$ cat src/rtl/bsc_pkg.sv
package bsc_pkg;
  localparam int REG_IDX_W = 5;
  localparam int STALL_W   = 2;

  typedef logic [STALL_W-1:0] stall_t;

  // One remembered producer
  typedef struct packed {
    logic                 vld;
    logic [REG_IDX_W-1:0] dst;
    logic                 load;
  } prod_t;
endpackage

$ cat src/rtl/bsc_operand_stall.sv
module bsc_operand_stall
  import bsc_pkg::*;
(
  input  logic                 src_vld,
  input  logic [REG_IDX_W-1:0] src,
  input  logic                 wm_data,  // store data operand with WM enabled
  input  logic                 en_mx,
  input  logic                 en_wx,
  input  prod_t                near,     // producer one back
  input  prod_t                far,      // producer two back
  output stall_t               stall
);
  logic hit_near, hit_far, ok_d1_early, ok_d1_late, ok_d2;

  always_comb begin
    hit_near    = src_vld && near.vld && (near.dst == src);
    hit_far     = src_vld && far.vld  && (far.dst  == src) && !hit_near;
    // consumer execute in the producer's memory cycle
    ok_d1_early = (en_mx && !near.load) || wm_data;
    // consumer execute in the producer's writeback cycle
    ok_d1_late  = en_wx || wm_data;
    ok_d2       = en_wx || wm_data;
    stall       = '0;
    if (hit_near) begin
      if (ok_d1_early)     stall = stall_t'(0);
      else if (ok_d1_late) stall = stall_t'(1);
      else                 stall = stall_t'(2);
    end else if (hit_far) begin
      stall = ok_d2 ? stall_t'(0) : stall_t'(1);
    end
  end
endmodule

$ cat src/rtl/bsc_tally.sv
module bsc_tally
  import bsc_pkg::*;
#(
  parameter int CNT_W = 32,
  parameter int FILL  = 4
) (
  input  logic             clk,
  input  logic             rst_n,
  input  logic             step,
  input  stall_t           stall,
  output logic [CNT_W-1:0] insn_count,
  output logic [CNT_W-1:0] cycle_count
);
  logic [CNT_W-1:0] insn_q, insn_d, acc_q, acc_d;

  always_comb begin
    insn_d = insn_q;
    acc_d  = acc_q;
    if (step) begin
      insn_d = insn_q + CNT_W'(1);
      acc_d  = acc_q + CNT_W'(1) + CNT_W'(stall);
    end
  end

  always_ff @(posedge clk or negedge rst_n) begin
    if (!rst_n) begin
      insn_q <= '0;
      acc_q  <= '0;
    end else if (step) begin
      insn_q <= insn_d;
      acc_q  <= acc_d;
    end
  end

  assign insn_count  = insn_q;
  assign cycle_count = (insn_q == '0) ? '0 : acc_q + CNT_W'(FILL);
endmodule

$ cat src/rtl/bypass_stall_counter.sv
module bypass_stall_counter
  import bsc_pkg::*;
#(
  parameter int REG_W = bsc_pkg::REG_IDX_W,
  parameter int CNT_W = 32,
  parameter int FILL  = 4
) (
  input  logic             clk,
  input  logic             rst_n,
  input  logic             in_valid,
  input  logic             is_load,
  input  logic             is_store,
  input  logic             src_a_vld,
  input  logic [REG_W-1:0] src_a,
  input  logic             src_b_vld,
  input  logic [REG_W-1:0] src_b,
  input  logic             dst_vld,
  input  logic [REG_W-1:0] dst,
  input  logic             en_mx,
  input  logic             en_wx,
  input  logic             en_wm,
  output logic             stall_vld,
  output logic [1:0]       stall_out,
  output logic [CNT_W-1:0] insn_count,
  output logic [CNT_W-1:0] cycle_count
);
  localparam int NOPS = 2;

  prod_t  near_q, far_q, near_d, far_d;
  stall_t op_stall [NOPS];
  stall_t stall_d, stall_q;
  logic   vld_q;

  logic             op_vld [NOPS];
  logic [REG_W-1:0] op_reg [NOPS];
  logic             op_wm  [NOPS];

  always_comb begin
    op_vld[0] = src_a_vld;  op_reg[0] = src_a;  op_wm[0] = 1'b0;
    op_vld[1] = src_b_vld;  op_reg[1] = src_b;  op_wm[1] = is_store && en_wm;
  end

  for (genvar g = 0; g < NOPS; g++) begin : g_op
    bsc_operand_stall u_op (
      .src_vld (op_vld[g]),
      .src     (op_reg[g]),
      .wm_data (op_wm[g]),
      .en_mx   (en_mx),
      .en_wx   (en_wx),
      .near    (near_q),
      .far     (far_q),
      .stall   (op_stall[g])
    );
  end

  always_comb begin
    stall_d    = (op_stall[0] > op_stall[1]) ? op_stall[0] : op_stall[1];
    near_d.vld  = dst_vld;
    near_d.dst  = dst;
    near_d.load = is_load;
    // bubbles push the previous producer out of reach
    far_d       = near_q;
    if (stall_d != '0) far_d.vld = 1'b0;
  end

  always_ff @(posedge clk or negedge rst_n) begin
    if (!rst_n) begin
      near_q  <= '0;
      far_q   <= '0;
      stall_q <= '0;
    end else if (in_valid) begin
      near_q  <= near_d;
      far_q   <= far_d;
      stall_q <= stall_d;
    end
  end

  always_ff @(posedge clk or negedge rst_n) begin
    if (!rst_n) vld_q <= 1'b0;
    else        vld_q <= in_valid;
  end

  bsc_tally #(.CNT_W(CNT_W), .FILL(FILL)) u_tally (
    .clk         (clk),
    .rst_n       (rst_n),
    .step        (in_valid),
    .stall       (stall_d),
    .insn_count  (insn_count),
    .cycle_count (cycle_count)
  );

  assign stall_vld = vld_q;
  assign stall_out = stall_q;
endmodule

$ cat config.mk
export PLATFORM = sky130hd
export DESIGN_NAME = bypass_stall_counter
export DESIGN_NICKNAME = d
export VERILOG_FILES = /design/src/rtl/bsc_pkg.sv /design/src/rtl/bsc_operand_stall.sv /design/src/rtl/bsc_tally.sv /design/src/rtl/bypass_stall_counter.sv
export SDC_FILE = /design/constraint.sdc
export NUM_CORES = 1
export LEC_CHECK = 0
export BUFFER_PORTS_ARGS = -buffer_cell sky130_fd_sc_hd__buf_4
export CAP_MARGIN = 20
export CORE_MARGIN = 3
export CORE_UTILIZATION = 25
export DETAILED_ROUTE_END_ITERATION = 8
export PLACE_DENSITY = 0.46
export SETUP_SLACK_MARGIN = 0.02
export SKIP_CTS_REPAIR_TIMING = 1
export SLEW_MARGIN = 20
export SYNTH_ARGS = -nofsm -noshare
export SYNTH_HDL_FRONTEND = slang
export SYNTH_HIERARCHICAL = 1
export SYNTH_SLANG_ARGS = --single-unit
$ cat constraint.sdc
create_clock -name clk -period 8.4 [get_ports clk]
set_input_delay 1.68 -clock clk [delete_from_list [all_inputs] [get_ports clk]]
set_output_delay 1.68 -clock clk [all_outputs]
set_load 0.02 [all_outputs]
Yosys cells after proc, flatten, opt, wreduce, memory -nomap -nowiden
Cells that the tools add are included.

Logic and storage cells: 50. Output and inout port bits: 67. Bits in read-only memories: 0. Bits in registers: 80. Memories: 0. Input port bits: 26. Bits in writable memories: 0. Bits in latches: 0.

Multipliers: 0. $lt $le $gt $ge: 1. Reduce and logical (&&, ||, !) cells: 19. Shift operators: 0. Divide/modulo/power cells: 0. Multiplexer cells: 13. Bitwise operators: 0. Add/subtract/negate cells: 4. Equal/unequal tests: 4.

Operators by type and width (number): adder 32 x 1 -> 32 bit (second input constant) (2); adder 32 x 2 -> 32 bit (1); adder 32 x 3 -> 32 bit (second input constant) (1); zero test 32 bit (1); 2-to-1 mux 32 bit (1); == test 5 bit (4); 2-to-1 mux 2 bit (9); logical AND 1 bit (12); zero test 1 bit (3); 2-to-1 mux 1 bit (3); > comparator 2 bit (1); logical OR 1 bit (2); nonzero test 2 bit (1).

Longest topological paths before layout
Gate-level depths: netlist of the first run.

Word-level depth: 10. Gate-level depth with buffers: 17. Gate-level depth less buffers: 16.

Hierarchy
Netlist of the first run, hierarchy kept.

By module, submodules not included: bsc_tally (cells each 385, area an instance 3669.8 sq um, times used 1); bypass_stall_counter (cells each 53, area an instance 720.7 sq um, times used 1); bsc_operand_stall (cells each 20, area an instance 158.9 sq um, times used 2).

Least setup slack after synthesis of the first run
Ideal clock, no wire load.

Kind: input port to flip-flop. From: in src_a[0]. To: reg u_tally.acc_q[28]. Data required time: 8.275 ns. Setup slack: 2.855 ns. Stages on the path: 17. Setup time: 0.125 ns. Data arrival time: 5.420 ns. Path through: xor2_1 nor4_1 nand4_1 nor4b_2 inv_1 ha_1 o21ba_1 or3_4 nand2_1 inv_1 ha_1 fa_1 nand2b_1 clkbuf_1 nor4_4 or4b_2 xnor2_1.

RTL lines: from (decl) (line bypass_stall_counter.sv:14) `input logic [REG_W-1:0] src_a,`; to (signal assigned) (line bsc_tally.sv:28) `acc_q <= '0;`; to (signal assigned) (line bsc_tally.sv:31) `acc_q <= acc_d;`; to (decl) (line bsc_tally.sv:14) `logic [CNT_W-1:0] insn_q, insn_d, acc_q, acc_d;`.

==> flow_summary.yaml, run 1 <==
status:
  status: "finished clean"
route:
  via_per_inst: 4.82
  ant_nets: 0
  drc_errors: 0
  via_count: 3862
  drtPass1Iterations: 4
  drtIter0Drc: 247
  drt-wirelength-per-cell_um: 15.6
  drt-total-wl_um: 12500
cts:
  clock-root-buffer: "clkbuf_16"
  cts_buffer_depth: 2
  insertion_delay_ns: 0.35
  cts.clk_slew.worst_paths_ns: 0.07
  cts.sinks: 80
  numCtsBuffers: 9
  cts_tree: "built"
  htreeDepth: 3
logic_synthesis:
  synth_warnings: 6
  synth_cells: 476
  syn_avg_cell_area_um2: 9.82
  synth.cell_area_um2: 4670
global_route:
  grt_max_degree: 81
  grt_usage_pct: 12.7
  grt_pass1_wl_um: 20600
  antenna_found_initial: 0
  gr-total-overflow: 0
  grt_pass1_vias: 3906
sta:
  finalCritPeriodShare_pct: 68.7
  slew_violations: 0
  maxSlewHeadroom_pct: 47.4
  setup-tns-final_ns: 0
  worstMarginPinSlew_ns: 0.789
  finalSetupViolCount: 0
  hold_violations: 0
  rsz0062_at_grt: "no"
  timing.fmax_ghz: 0.173
  period_needed_ns: 5.77
  final.setup_skew_ns: 0.00933
power_and_ir_drop:
  leakagePower_nw: 2.57
  p_total_w: 0.00123
  pwr-share-clk_pct: 31.9
  switching_share_pct: 36.0
  power_frac_seq_pct: 40.0
  p_per_area_nw_per_um2: 208
  intPower_w: 0.000789
  switchingPower_w: 0.000444
  peakVddDrop_uv: 124
  p_comb_share_pct: 28.1
layout:
  multi_input_area_um2: 2560
  syn_to_final_growth_pct: 26.5
  nets: 603
  n_antenna_cell: 0
  drive_gt1_share_pct: 24.6
  seq_area_um2: 2000
  n_fill_cell: 1913
setup_path:
  cp_top_family: "simple AND/OR/NAND/NOR gates"
  worstPathMaxFanout: 8
  slowest_stage: "or4b_2"
  slowest_delay_ns: 0.64
  worstReg2RegEnd: "u_tally/acc_q[28]"
  r2r_cells: 16
  worst_ep_arrival_time_ns: 6.00
  worstSetupStartpointType: "primary input"
  reg2reg_slack_ns: 3.62
  path_cells: "buf_4 -> xor2_1 -> nor4_1 -> nand4_1 -> nor4b_2 -> inv_1 -> ha_1 -> o21ba_1 -> or3_4 -> nand2_1 -> inv_1 -> ha_1 -> fa_1 -> nand2b_1 -> nor4_4 -> or4b_2 -> xnor2_1"
  required_ns: 8.62
  worstSetupEndpointType: "flip-flop"
  worstPathBufferInverterCount: 3
  r2r_start: "far_d[1]"
  path_class: "primary input to flip-flop"
floorplanning:
  io_pins: 93
  dieArea_um2: 20400
  die_width_um: 143
  num_rows: 49
  core_um2: 18100
  start_util_pct: 25.7
  die_y_um: 143
hold_path:
  min_from: "u_tally/acc_q[31]"
  hold_path_class: "flip-flop to flip-flop"
  hold_path_depth: 1
  hold_end: "u_tally/acc_q[31]"
run:
  drv_cap: 0
placed_design:
  io_buffers: 92
  dp_hpwl_um: 9010
  gp_congestion: 0.859
## stage by stage
| stage | cell area (µm²) | hold WS [ns] | util [%] | setup WS (ns) | std cells |
|---|---|---|---|---|---|
| after floorplan | 4680 | 0.455 | - | 2.86 | 478 |
| after global placement | 5610 | 0.481 | 30.9 | 2.34 | 785 |
| after detailed placement | 5620 | 0.486 | 31.0 | 2.25 | 786 |
| after CTS | 5910 | 0.499 | 32.6 | 2.61 | 802 |
| after global routing | 5910 | 0.514 | 32.6 | 2.29 | 802 |
| final | 5910 | 0.500 | 32.6 | 2.63 | 802 |
## state kept, by name (all words and copies together), names as in the netlist
| signal | cells |
|---|---|
| far_q | 6 |
| stall_vld | 1 |
| u_tally/insn_count | 32 |
| u_tally/acc_q | 32 |
| near_q | 1 |
| far_d | 6 |
| stall_out | 2 |
## placed cells by master (no fill, tap or decap), types with 7 or more instances in the layout
cell and instances:
clkbuf_16 9, mux2_2 12, and3_1 7, o21ai_0 13
nand3_1 19, a21oi_1 17, nor2_1 27, nand2_1 33
inv_1 12, or4_1 8, nand4_1 25, buf_4 95
xor2_1 45, xnor2_1 48, nor3_1 21, nor4_1 21
or3_1 10, dfrtp_1 80, ha_1 8
## final cells by class
type / count / share of cell area [%]
clock buffer: 10 / 4.04
clock inverter: 6 / 0.847
inverter: 12 / 0.762
multi-input combinational: 368 / 43.3
sequential: 80 / 33.9
tap: 229 / 4.85
timing repair buffer: 97 / 12.3
## power groups by stage
stage                     clock network [W]  registers, W  logic, W
after CTS                          0.000411      0.000495  0.000356
final                              0.000394      0.000493  0.000346
after global placement                    0      0.000499  0.000352
after detailed placement                  0      0.000501  0.000354
after floorplan                           0      0.000503  0.000186
after global routing               0.000425      0.000504  0.000384
## worst register-to-register path, stage by stage, from the launching register on
cell	delay (ns)
dfrtp_1	0.45
xor2_1	0.18
nor4_1	0.34
nand4_1	0.20
nor4b_2	0.31
inv_1	0.08
ha_1	0.29
o21ba_1	0.19
or3_4	0.37
nand2_1	0.07
inv_1	0.04
ha_1	0.22
fa_1	0.38
nand2b_1	0.32
nor4_4	0.42
or4b_2	0.65
xnor2_1	0.15
## routing by layer
layer,up-vias,share of wire (%),track usage (%)
met5,-,0,0
met2,64,45,19.3
met1,1900,50,18.1
met4,0,0.98,4.65
met3,11,3.7,2.18
li1,1887,-,-
## worst max path at each step
stage / from / cells after the start / end
2_1_floorplan: src_a[0] / 17 / u_tally/acc_q[28]
3_3_place_gp: src_a[0] / 17 / u_tally/acc_q[28]
3_5_place_dp: src_a[0] / 17 / u_tally/acc_q[28]
4_1_cts: src_a[0] / 17 / u_tally/acc_q[28]
5_1_grt: src_b[0] / 17 / u_tally/acc_q[28]
6_report: src_a[0] / 17 / u_tally/acc_q[28]
Power figures use the tool's default switching activity.
==> run 2: changes to the inputs <==
--- a/config.mk
+++ b/config.mk
@@ -10,7 +10,7 @@
 export CORE_MARGIN = 3
 export CORE_UTILIZATION = 25
 export DETAILED_ROUTE_END_ITERATION = 8
-export PLACE_DENSITY = 0.46
+export PLACE_DENSITY = 0.48
 export SETUP_SLACK_MARGIN = 0.02
 export SKIP_CTS_REPAIR_TIMING = 1
 export SLEW_MARGIN = 20
==> constraint.sdc (replaced) <==
create_clock -name clk -period 4.7 [get_ports clk]
set_input_delay 0.94 -clock clk [delete_from_list [all_inputs] [get_ports clk]]
set_output_delay 0.94 -clock clk [all_outputs]
set_load 0.02 [all_outputs]
==> run 2 against run 1 <==
Effect of this change:
- via count increased by 0.98%
- wire length down 1.4%
- global-route usage is 0.35 points lower
- design area grew 2.5%
- hold slack gained 0.0028 ns
- flip-flop and latch count unchanged
- clock skew down 0.0011 ns
- critical path depth unchanged
- critical endpoint unchanged
- largest cell class unchanged
==> flow_summary.yaml, run 2 (synthesis gave the netlist of run 1 again) <==
setup_path:
  path_class: "primary input to flip-flop"
  worstSetupStartpointType: "primary input"
  worstReg2RegEnd: "u_tally/acc_q[28]"
  worst_ep_arrival_time_ns: 4.65
  worstPathMaxFanout: 5
  r2r_start: "far_d[4]"
  crit_end: "u_tally/acc_q[28]"
  reg2reg_slack_ns: 0.55
  r2r_cells: 16
  cp-startpoint: "src_a[3]"
  worstSetupEndpointType: "flip-flop"
  required_ns: 4.92
route:
  ant_nets: 0
  drtIter0Drc: 201
  drt-wirelength-per-cell_um: 15.1
  drtPass1Iterations: 4
  drc_errors: 0
  via_count: 3900
  via_per_inst: 4.79
  drt-total-wl_um: 12300
power_and_ir_drop:
  p_comb_share_pct: 28.4
  pwr-share-clk_pct: 32.0
  intPower_w: 0.00147
  power_frac_seq_pct: 39.7
  switching_share_pct: 33.6
  p_per_area_nw_per_um2: 366
  leakagePower_nw: 2.65
  switchingPower_w: 0.000747
  peakVddDrop_uv: 153
layout:
  final_cell_mix: "112 x buf_4, 80 x dfrtp_1, 48 x xnor2_1"
  final_common_cell: "buf_4"
  syn_to_final_growth_pct: 29.7
  nets: 618
  drive_gt1_share_pct: 27.1
  fin_util_pct: 33.4
  n_antenna_cell: 0
hold_path:
  hold_path_class: "flip-flop to flip-flop"
floorplanning:
  core_um2: 18100
  start_util_pct: 25.7
  die_width_um: 143
  io_pins: 93
  num_rows: 49
  die_y_um: 143
  dieArea_um2: 20400
sta:
  fin_ws_ns: 0.270
  maxSlewHeadroom_pct: 51.7
  period_needed_ns: 4.43
  hold_violations: 0
  worstMarginPinSlew_ns: 0.719
  slew_violations: 0
  rsz0062_at_grt: "no"
  final.setup_skew_ns: 0.00821
  finalSetupViolCount: 0
  finalCritPeriodShare_pct: 94.3
  timing.fmax_ghz: 0.226
cts:
  clock-root-buffer: "clkbuf_16"
  cts_tree: "built"
  cts.sinks: 80
  numCtsBuffers: 9
  cts.clk_slew.worst_paths_ns: 0.06
  htreeDepth: 3
  cts_buffer_depth: 2
  insertion_delay_ns: 0.34
placed_design:
  dp_hpwl_um: 9070
  gp_congestion: 0.791
  place_ws_ns: -0.322
  io_buffers: 92
run:
  drv_cap: 0
global_route:
  antenna_found_initial: 0
  grt_max_degree: 46
  grt_usage_pct: 12.3
  grt_pass1_vias: 3914
  gr-total-overflow: 0
  grt_pass1_wl_um: 20200
status:
  status: "finished clean"
run 2: power by group through the flow:
| stage | Combinational [W] | Clock [W] | Sequential [W] |
|---|---|---|---|
| 2_1_floorplan | 0.000340 | 0 | 0.000899 |
| 3_3_place_gp | 0.000639 | 0 | 0.000891 |
| 3_5_place_dp | 0.000643 | 0 | 0.000894 |
| 4_1_cts | 0.000647 | 0.000739 | 0.000882 |
| 5_1_grt | 0.000697 | 0.000766 | 0.000895 |
| 6_report | 0.000630 | 0.000710 | 0.000880 |
run 2: worst min-delay path by stage:
stage | from | to | slack (ns) | depth (start not counted)
3_3_place_gp | u_tally/acc_q[31] | u_tally/acc_q[31] | 0.48 | 1
5_1_grt | u_tally/acc_q[31] | u_tally/acc_q[31] | 0.53 | 1
4_1_cts | u_tally/acc_q[31] | u_tally/acc_q[31] | 0.50 | 1
2_1_floorplan | u_tally/acc_q[31] | u_tally/acc_q[31] | 0.45 | 1
6_report | u_tally/acc_q[31] | u_tally/acc_q[31] | 0.50 | 1
3_5_place_dp | u_tally/acc_q[31] | u_tally/acc_q[31] | 0.49 | 1
run 2: metal layers:
metal / up-vias / track usage, % / wire [µm]
met4: 0 / 3.60 / 172
met1: 1891 / 16.3 / 5680
met5: - / 0 / 0
li1: 1915 / - / -
met3: 9 / 2.78 / 575
met2: 85 / 20.3 / 5890
run 2: area by class of cell:
type	instances	area [µm²]
clock inverters	3	42.5
well taps	229	287
fillers	1891	12100
clock buffers	11	253
flip-flops and latches	80	2000
repair buffers	112	841
inverters	12	45.0
multi-input cells	368	2590
run 2: critical path: stages:
cell      delay, ns
buf_4          0.12
xor2_1         0.16
nor4_2         0.31
nand4_1        0.20
nor4b_2        0.33
inv_1          0.07
ha_1           0.29
o21ba_1        0.20
or3_4          0.36
nand2_1        0.07
inv_1          0.05
ha_2           0.19
fa_2           0.35
nand2b_4       0.16
nor4_4         0.23
or4b_4         0.51
xnor2_1        0.13
run 2: through the flow:
stage | cell area [µm²] | setup TNS, ns | hold slack (ns) | total power [W] | instances
after floorplan | 4710 | -0.157 | 0.455 | 0.00124 | 478
after global placement | 5740 | -1.01 | 0.482 | 0.00153 | 800
after detailed placement | 5750 | -1.60 | 0.489 | 0.00154 | 800
after CTS | 6040 | 0 | 0.501 | 0.00227 | 814
after global routing | 6060 | 0 | 0.531 | 0.00236 | 815
final | 6060 | 0 | 0.503 | 0.00222 | 815
==> run 3: changes to the inputs <==
--- a/config.mk
+++ b/config.mk
@@ -9,6 +9,7 @@
 export CAP_MARGIN = 20
 export CORE_MARGIN = 3
 export CORE_UTILIZATION = 25
+export CTS_BUF_LIST = sky130_fd_sc_hd__clkbuf_8
 export DETAILED_ROUTE_END_ITERATION = 8
 export PLACE_DENSITY = 0.48
 export SETUP_SLACK_MARGIN = 0.02
==> run 3 against run 2 <==
Effect of this change:
- flip-flop and latch count did not move
- non-clock buffer count stayed put
- power shrank 8.3%
- critical path depth did not move
- clock skew up 0.0081 ns
- register-to-register slack lost 0.02 ns
- die area stayed put
- sequential power is essentially flat
- largest cell class unchanged
- largest power group unchanged
==> flow_summary.yaml, run 3 (synthesis gave the netlist of run 1 again) <==
status:
  status: "finished clean"
power_and_ir_drop:
  p_per_area_nw_per_um2: 342
  p_total_w: 0.00204
  leakagePower_nw: 2.61
  peakVddDrop_uv: 111
sta:
  worstMarginPinSlew_ns: 0.710
  finalCritPeriodShare_pct: 93.9
  finalSetupViolCount: 0
  hold_violations: 0
  fin_ws_ns: 0.285
  timing.fmax_ghz: 0.226
  rsz0062_at_grt: "no"
  maxSlewHeadroom_pct: 52.3
  period_needed_ns: 4.42
  slew_violations: 0
  final.setup_skew_ns: 0.0163
floorplanning:
  dieArea_um2: 20400
  io_pins: 93
  die_width_um: 143
  core_um2: 18100
  num_rows: 49
  die_y_um: 143
  start_util_pct: 25.7
cts:
  cts_buffer_depth: 2
  insertion_delay_ns: 0.37
  numCtsBuffers: 9
  cts.sinks: 80
  cts_tree: "built"
  cts.clk_slew.worst_paths_ns: 0.08
  clock-root-buffer: "clkbuf_8"
  htreeDepth: 3
setup_path:
  cp-startpoint: "src_a[3]"
  worst_ep_arrival_time_ns: 4.67
  slowest_stage: "or4b_4"
  path_cells: "buf_4 -> xor2_1 -> nor4_2 -> nand4_1 -> nor4b_2 -> inv_1 -> ha_1 -> o21ba_1 -> or3_4 -> nand2_1 -> inv_1 -> ha_2 -> fa_2 -> nand2b_4 -> nor4_4 -> or4b_4 -> xnor2_1"
  worstSetupEndpointType: "flip-flop"
  worstPathBufferInverterCount: 3
  cp_top_family: "simple AND/OR/NAND/NOR gates"
  path_class: "primary input to flip-flop"
  worstSetupStartpointType: "primary input"
  cpMostUsedCell: "inv_1"
  required_ns: 4.95
  worstPathMaxFanout: 5
  slowest_delay_ns: 0.51
  r2r_start: "far_d[4]"
global_route:
  grt_pass1_vias: 3920
  grt_pass1_wl_um: 20300
  grt_max_degree: 46
  gr-total-overflow: 0
  grt_usage_pct: 12.4
  antenna_found_initial: 0
route:
  drtPass1Iterations: 4
  drtIter0Drc: 222
  drt-total-wl_um: 12300
  wl_met1_um: 5660
  via_per_inst: 4.75
  via_count: 3870
  met3WireLength_um: 650
  wl_met2_um: 5850
  ant_nets: 0
  drt-wirelength-per-cell_um: 15.1
  top_layer_used: "met4"
  drc_errors: 0
layout:
  n_antenna_cell: 0
  seq_area_um2: 2000
  syn_to_final_growth_pct: 27.5
  final_cell_mix: "112 x buf_4, 80 x dfrtp_1, 48 x xnor2_1"
  nets: 618
  fin_util_pct: 32.8
  n_fill_cell: 1901
  final_common_cell: "buf_4"
  multi_input_area_um2: 2590
  drive_gt1_share_pct: 27.1
run:
  drv_cap: 0
hold_path:
  hold_path_class: "flip-flop to flip-flop"
  min_from: "u_tally/acc_q[31]"
placed_design:
  place_ws_ns: -0.322
  io_buffers: 92
  dp_hpwl_um: 9070
  gp_congestion: 0.791
==> run 3: cell counts in the layout (fill, tap and decap cells not counted) <==
No cell type changed its count.
==> run 3: area by class of cell <==
cell class	instances	share of cell area, %
inverter	12	0.756
clock buffer	11	2.54
timing repair buffer	112	14.1
multi-input combinational	368	43.5
tap	229	4.81
sequential	80	33.6
clock inverter	3	0.714
==> run 3: where the power goes <==
group          internal (W)  switching (W)
clock              0.000268       0.000259
combinational      0.000275       0.000354
sequential         0.000763       0.000116
==> run 3: path summary, 6_finish.rpt <==
path | endpoint | slack, ns | cells past startpoint
min reg2reg | u_tally/acc_q[31] | 0.51 | 1
max reg2reg | u_tally/acc_q[28] | 0.53 | 16
min | u_tally/acc_q[31] | 0.51 | 1
max | u_tally/acc_q[28] | 0.28 | 17
min in group asynchronous | u_tally/acc_q[23] | 0.53 | 1
max in group asynchronous | u_tally/insn_count[29] | 3.19 | 2
==> run 3: worst reg2reg max path: stages, from the launching register on <==
cell and delay, ns:
dfrtp_1 0.44, xor2_1 0.17, nor4_2 0.31, nand4_1 0.20
nor4b_2 0.35, inv_1 0.07, ha_1 0.29, o21ba_1 0.20
or3_4 0.36, nand2_1 0.07, inv_1 0.05, ha_2 0.19
fa_2 0.35, nand2b_4 0.16, nor4_4 0.23, or4b_4 0.51
xnor2_1 0.13
==> run 3: stage by stage <==
stage / area [µm²] / hold slack, ns / cells / setup TNS (ns)
after global placement: 5740 / 0.482 / 800 / -1.01
after floorplan: 4710 / 0.455 / 478 / -0.157
after detailed placement: 5750 / 0.489 / 800 / -1.60
after global routing: 5960 / 0.535 / 815 / 0
final: 5960 / 0.506 / 815 / 0
after CTS: 5940 / 0.504 / 814 / 0
==> run 3: metal layers <==
metal	GRT usage [%]	vias to the layer above
met2	20.3	87
met4	3.00	0
met1	16.3	1870
met5	0	-
met3	3.58	6
li1	-	1907
